File: src/rtl/rwb_pkg.sv
package rwb_pkg;
    // Window byte offsets (host decode depends on these values)
    localparam logic [7:0] OFS_HI  = 8'h00;
    localparam logic [7:0] OFS_LO  = 8'h04;
    localparam logic [7:0] OFS_CMD = 8'h08;
    localparam logic [7:0] OFS_RST = 8'h18;
    localparam logic [7:0] OFS_STS = 8'h1C;
endpackage

File: src/rtl/rwb_tmo.sv
module rwb_tmo #(
    parameter int TMO_CYC = 256
) (
    input  logic clk,
    input  logic rst_n,
    input  logic run,
    input  logic ack,
    output logic expired
);
    localparam int CNT_W = (TMO_CYC > 1) ? $clog2(TMO_CYC) : 1;
    localparam logic [CNT_W-1:0] LIM = CNT_W'(TMO_CYC - 1);

    logic [CNT_W-1:0] cnt_d, cnt_q;

    always_comb begin
        cnt_d = cnt_q;
        if (!run || ack) begin
            cnt_d = '0;
        end else if (cnt_q != LIM) begin
            cnt_d = cnt_q + 1'b1;
        end
    end

    always_ff @(posedge clk) begin
        if (!rst_n) cnt_q <= '0;
        else        cnt_q <= cnt_d;
    end

    assign expired = run && !ack && (cnt_q == LIM);
endmodule

File: src/rtl/rwb_core.sv
module rwb_core
    import rwb_pkg::*;
#(
    parameter int HW   = 32,
    parameter int HA_W = 5
) (
    input  logic            clk,
    input  logic            rst_n,
    input  logic            wr_en,
    input  logic [HA_W-1:0] wr_ofs,
    input  logic [HW-1:0]   wr_data,
    input  logic            dn_ack,
    input  logic            dn_err,
    input  logic [2*HW-1:0] dn_rdata,
    input  logic            tmo,
    output logic [HW-1:0]   hi,
    output logic [HW-1:0]   lo,
    output logic            cmd_we,
    output logic [HW-2:0]   cmd_addr,
    output logic            busy,
    output logic            err
);
    typedef struct packed {
        logic [HW-1:0] hi;
        logic [HW-1:0] lo;
        logic          we;
        logic [HW-2:0] addr;
        logic          busy;
        logic          err;
    } st_t;

    st_t st_d, st_q;

    logic w_hi, w_lo, w_cmd, w_rst;

    always_comb begin
        w_hi  = wr_en && (wr_ofs == OFS_HI[HA_W-1:0]);
        w_lo  = wr_en && (wr_ofs == OFS_LO[HA_W-1:0]);
        w_cmd = wr_en && (wr_ofs == OFS_CMD[HA_W-1:0]);
        w_rst = wr_en && (wr_ofs == OFS_RST[HA_W-1:0]);
    end

    always_comb begin
        st_d = st_q;
        if (w_rst) begin
            st_d = '0;
        end else begin
            // completion of an open access
            if (st_q.busy) begin
                if (dn_ack) begin
                    st_d.busy = 1'b0;
                    if (dn_err) begin
                        st_d.err = 1'b1;
                    end else if (!st_q.we) begin
                        st_d.hi = dn_rdata[2*HW-1:HW];
                        st_d.lo = dn_rdata[HW-1:0];
                    end
                end else if (tmo) begin
                    st_d.busy = 1'b0;
                    st_d.err  = 1'b1;
                end
            end
            // host writes
            if (w_hi && !st_q.busy) st_d.hi = wr_data;
            if (w_lo && !st_q.busy) st_d.lo = wr_data;
            if (w_cmd) begin
                if (st_q.busy) begin
                    st_d.err = 1'b1;
                end else begin
                    st_d.busy = 1'b1;
                    st_d.we   = wr_data[HW-1];
                    st_d.addr = wr_data[HW-2:0];
                end
            end
        end
    end

    always_ff @(posedge clk) begin
        if (!rst_n) st_q <= '0;
        else        st_q <= st_d;
    end

    assign hi       = st_q.hi;
    assign lo       = st_q.lo;
    assign cmd_we   = st_q.we;
    assign cmd_addr = st_q.addr;
    assign busy     = st_q.busy;
    assign err      = st_q.err;
endmodule

File: src/rtl/rwb_rdmux.sv
module rwb_rdmux
    import rwb_pkg::*;
#(
    parameter int HW   = 32,
    parameter int HA_W = 5
) (
    input  logic [HA_W-1:0] rd_ofs,
    input  logic [HW-1:0]   hi,
    input  logic [HW-1:0]   lo,
    input  logic            cmd_we,
    input  logic [HW-2:0]   cmd_addr,
    input  logic            busy,
    input  logic            err,
    output logic [HW-1:0]   rdata
);
    always_comb begin
        rdata = '0;
        if (rd_ofs == OFS_HI[HA_W-1:0])       rdata = hi;
        else if (rd_ofs == OFS_LO[HA_W-1:0])  rdata = lo;
        else if (rd_ofs == OFS_CMD[HA_W-1:0]) rdata = {cmd_we, cmd_addr};
        else if (rd_ofs == OFS_STS[HA_W-1:0]) rdata = {err, {(HW-2){1'b0}}, busy};
    end
endmodule

File: src/rtl/rwb_bridge.sv
module rwb_bridge #(
    parameter int HW      = 32,
    parameter int HA_W    = 5,
    parameter int TMO_CYC = 256
) (
    input  logic            clk,
    input  logic            rst_n,
    input  logic            hst_we,
    input  logic [HA_W-1:0] hst_addr,
    input  logic [HW-1:0]   hst_wdata,
    output logic [HW-1:0]   hst_rdata,
    output logic            dn_req,
    output logic            dn_we,
    output logic [HW-2:0]   dn_addr,
    output logic [2*HW-1:0] dn_wdata,
    input  logic            dn_ack,
    input  logic            dn_err,
    input  logic [2*HW-1:0] dn_rdata
);
    logic [HW-1:0] hi_w, lo_w;
    logic          we_w, busy_w, err_w, tmo_w;
    logic [HW-2:0] addr_w;

    rwb_tmo #(.TMO_CYC(TMO_CYC)) u_tmo (
        .clk     (clk),
        .rst_n   (rst_n),
        .run     (busy_w),
        .ack     (dn_ack),
        .expired (tmo_w)
    );

    rwb_core #(.HW(HW), .HA_W(HA_W)) u_core (
        .clk      (clk),
        .rst_n    (rst_n),
        .wr_en    (hst_we),
        .wr_ofs   (hst_addr),
        .wr_data  (hst_wdata),
        .dn_ack   (dn_ack),
        .dn_err   (dn_err),
        .dn_rdata (dn_rdata),
        .tmo      (tmo_w),
        .hi       (hi_w),
        .lo       (lo_w),
        .cmd_we   (we_w),
        .cmd_addr (addr_w),
        .busy     (busy_w),
        .err      (err_w)
    );

    rwb_rdmux #(.HW(HW), .HA_W(HA_W)) u_rdmux (
        .rd_ofs   (hst_addr),
        .hi       (hi_w),
        .lo       (lo_w),
        .cmd_we   (we_w),
        .cmd_addr (addr_w),
        .busy     (busy_w),
        .err      (err_w),
        .rdata    (hst_rdata)
    );

    assign dn_req   = busy_w;
    assign dn_we    = we_w;
    assign dn_addr  = addr_w;
    assign dn_wdata = {hi_w, lo_w};
endmodule

File: config.mk
export PLATFORM = sky130hd
export DESIGN_NAME = rwb_bridge
export DESIGN_NICKNAME = d
export VERILOG_FILES = /design/src/rtl/rwb_pkg.sv /design/src/rtl/rwb_tmo.sv /design/src/rtl/rwb_core.sv /design/src/rtl/rwb_rdmux.sv /design/src/rtl/rwb_bridge.sv
export SDC_FILE = /design/constraint.sdc
export NUM_CORES = 1
export LEC_CHECK = 0
export CORE_AREA = 2 2 113 115
export DETAILED_ROUTE_END_ITERATION = 7
export DIE_AREA = 0 0 115 117
export PLACE_DENSITY = 0.83
export SKIP_LAST_GASP = 1
export SYNTH_ARGS = -nofsm -noshare
export SYNTH_HDL_FRONTEND = slang
export SYNTH_SLANG_ARGS = --single-unit
File: constraint.sdc
create_clock -name clk -period 3.6 [get_ports clk]
set_input_delay 0.54 -clock clk [delete_from_list [all_inputs] [get_ports clk]]
set_output_delay 0.54 -clock clk [all_outputs]
set_load 0.01 [all_outputs]
==> flow_summary.toml <==
[job]
maxCapViolations = 0

[yosys]
synth_edf_count = 0
synth_ff_type = "dfxtp_1"
syn-num-nets = 717
synth_area_per_cell_um2 = 8.79
netlist_top_cells_count = "106 x dfxtp_1, 103 x a21oi_1, 64 x a32oi_1, 64 x o211ai_1, 56 x clkbuf_1"
synth_most_common_cell = "dfxtp_1"
ys_top_cells_by_area = "dfxtp_1 40%, a32oi_1 10%, a21oi_1 9.6%"
yosysTopAreaCellShare_pct = 39.6
synth_cell_type_count = 41
syn_area_mm2 = 0.00536
yosysTopAreaCell = "dfxtp_1"
synthArstFlopShare_pct = 0
ys_ff_latch = 106
syn_inst = 610
seq_area_frac_synth_pct = 39.6
yosys_warnings = 0

[status]
status = "finished, final reports clean"

[worst_setup_path]
r2r_cells = 3
crit_start = "hst_addr[1]"
cp.arrival_ns = 2.72
rrSetupSlack_ns = 1.60
start_kind = "input pin"
critPathCaptureType = "output port"
critPathKind = "input pin to output port"
worstReg2RegStart = "u_core.busy$_SDFF_PP0_"
cp_max_fo = 16
crit_path_end = "hst_rdata[1]"
r2r-end = "u_core.hi[3]$_SDFFE_PP0P_"
required_ns = 3.06

[placed_design]
dp_cells = 946
gp_congestion = 0.890
place_ws_ns = 0.346
placed_area_mm2 = 0.00787
hpwl_um = 15100
port-buffer-count = 234

[global_routing]
grt_overflow = 0
track_usage_pct = 31.4
grt_pass1_vias = 6413
grt_pass1_wl_um = 33200
antenna_found_initial = 0
grt_max_degree = 65

[cells_and_area]
fin_area_mm2 = 0.00819
drive_gt1_share_pct = 7.27
stdcell_count = 962
area_growth_pct = 52.8
fin_util_pct = 66.5
fin_nets = 914
antennaDiodeCount = 0

[floorplanning]
die_w_um = 115
die_area_mm2 = 0.0135
fp.dieH_um = 117
num_rows = 41
floorplan.initialDensity_pct = 43.5
ioPinCount = 235
coreArea_mm2 = 0.0123

[drt]
drcViolationCount = 0
wirelength_um = 22200
vias_per_cell = 6.69
vias = 6434
final_antenna_net_count = 0
drt_iter0_drc = 695
wl_per_cell_um = 23.1
drt_first_pass_iters = 5

[clock_network]
numCtsBuffers = 9
insertion_delay_ns = 0.35
clockRootBuffer = "clkbuf_16"
ctsHoldBuffers = 0
clkSlewWorstSetupHoldPaths_ns = 0.07
cts_max_level = 3
cts_sinks = 106
ctsResizeCount = 0
cts_setup_buffers = 0
clockBufferDepth = 2
cts_tree = "built"

[power_and_ir_drop]
p_leak_nw = 2.54
worst_ir_drop_vdd_uv = 194
power_density_mw_per_mm2 = 315

[min_path]
hp-start = "u_core.cmd_addr[18]$_SDFFE_PP0P_"
hold_class = "register to register"

[timing]
finalCritPeriodShare_pct = 90.6
fin_tns_setup_ns = 0
finalClockSkew_ns = 0.00579
rsz0062_at_grt = "no"
timing.final.ws_setup_ns = 0.340
tightest_slew_ns = 0.922
setup_viol = 0
fmax_mhz = 307
min_period_ns = 3.26
slew_viol_final = 0
hold_viol = 0
slew_headroom_pct = 38.5
[worst min-delay path by stage]
stage | endpoint | cells after the start
2_1_floorplan | u_tmo.cnt_q[7]$_SDFFE_PP0P_ | 2
3_3_place_gp | u_tmo.cnt_q[7]$_SDFFE_PP0P_ | 2
3_5_place_dp | u_core.cmd_addr[18]$_SDFFE_PP0P_ | 2
4_1_cts | u_core.cmd_addr[18]$_SDFFE_PP0P_ | 2
5_1_grt | u_core.cmd_addr[19]$_SDFFE_PP0P_ | 2
6_report | u_core.cmd_addr[18]$_SDFFE_PP0P_ | 2
[where the power goes]
part           internal [W]  leakage (nW)  switching (W)  total (W)
Combinational      0.000159          1.53       0.000168   0.000327
Clock              0.000627         0.156       0.000438    0.00107
Sequential          0.00118         0.854     0.00000851    0.00119
[flip-flops by register name (all words and copies together) (netlist names), named ones only]
| signal | flops |
|---|---|
| u_core.hi | 32 |
| u_core.lo | 32 |
| u_core.cmd_addr | 31 |
| u_tmo.cnt_q | 8 |
| u_core.busy | 1 |
| u_core.cmd_we | 1 |
[cell usage in the layout, fill, tap and decap left out, types with 3 or more instances in the layout]
cell type | netlist | routed
dfxtp_1 | 106 | 106
mux2i_1 | 32 | 32
clkdlybuf4s50_1 | 0 | 233
buf_4 | 2 | 31
a21oi_1 | 103 | 103
o211ai_1 | 64 | 64
a211oi_1 | 3 | 3
a2bb2oi_1 | 3 | 3
o21ai_0 | 35 | 35
nor2_1 | 6 | 6
nand3_1 | 37 | 37
and3_1 | 3 | 3
clkbuf_16 | 0 | 9
nor3_1 | 6 | 5
o2bb2ai_1 | 27 | 27
nand2_1 | 7 | 7
or3_1 | 4 | 4
a32oi_1 | 64 | 64
[per-stage QoR]
| stage | total power [W] | hold WS [ns] |
|---|---|---|
| 6_report | 0.00258 | 0.503 |
| 5_1_grt | 0.00265 | 0.530 |
| 4_1_cts | 0.00258 | 0.501 |
| 3_5_place_dp | 0.00153 | 0.489 |
| 3_3_place_gp | 0.00153 | 0.473 |
| 2_1_floorplan | 0.00133 | 0.457 |
[area by class of cell]
type	count	area, um2
fill	977	4130
multi-input combinational	423	2980
timing repair buffer	265	2570
sequential	106	2120
clock buffer	11	243
tap	150	188
clock inverter	5	77.6
inverter	2	7.51
[routing by layer]
layer	vias up	wire length [um]	part of all wire (%)	track usage (%)
met4	0	785	3.5	16.1
met2	461	10800	49	53.3
met3	71	1970	8.9	4.94
met1	3091	8580	39	38.6
met5	-	0	0	0
li1	2811	-	-	-
[cell families (layout without fill, tap and decap cells)]
family                   after synthesis  after routing  share of synthesized area (%)
adder cells (fa/ha/maj)                1              1                          0.233
XOR/XNOR                               2              2                          0.327
buffers and inverters                 81            283                           6.23
AND/OR/NAND/NOR                       82             82                           8.73
flip-flops                           106            106                           39.6
AO/OA/AOI/OAI                        306            306                           38.9
multiplexers                          32             32                           5.98
[worst max-delay path, cell delays in order]
cell and delay, ns:
clkdlybuf4s50_1 0.59, or3_1 0.46, nor2_2 0.14, buf_4 0.26, o2bb2ai_1 0.15, clkdlybuf4s50_1 0.57
(Power assumes the default switching activity.)
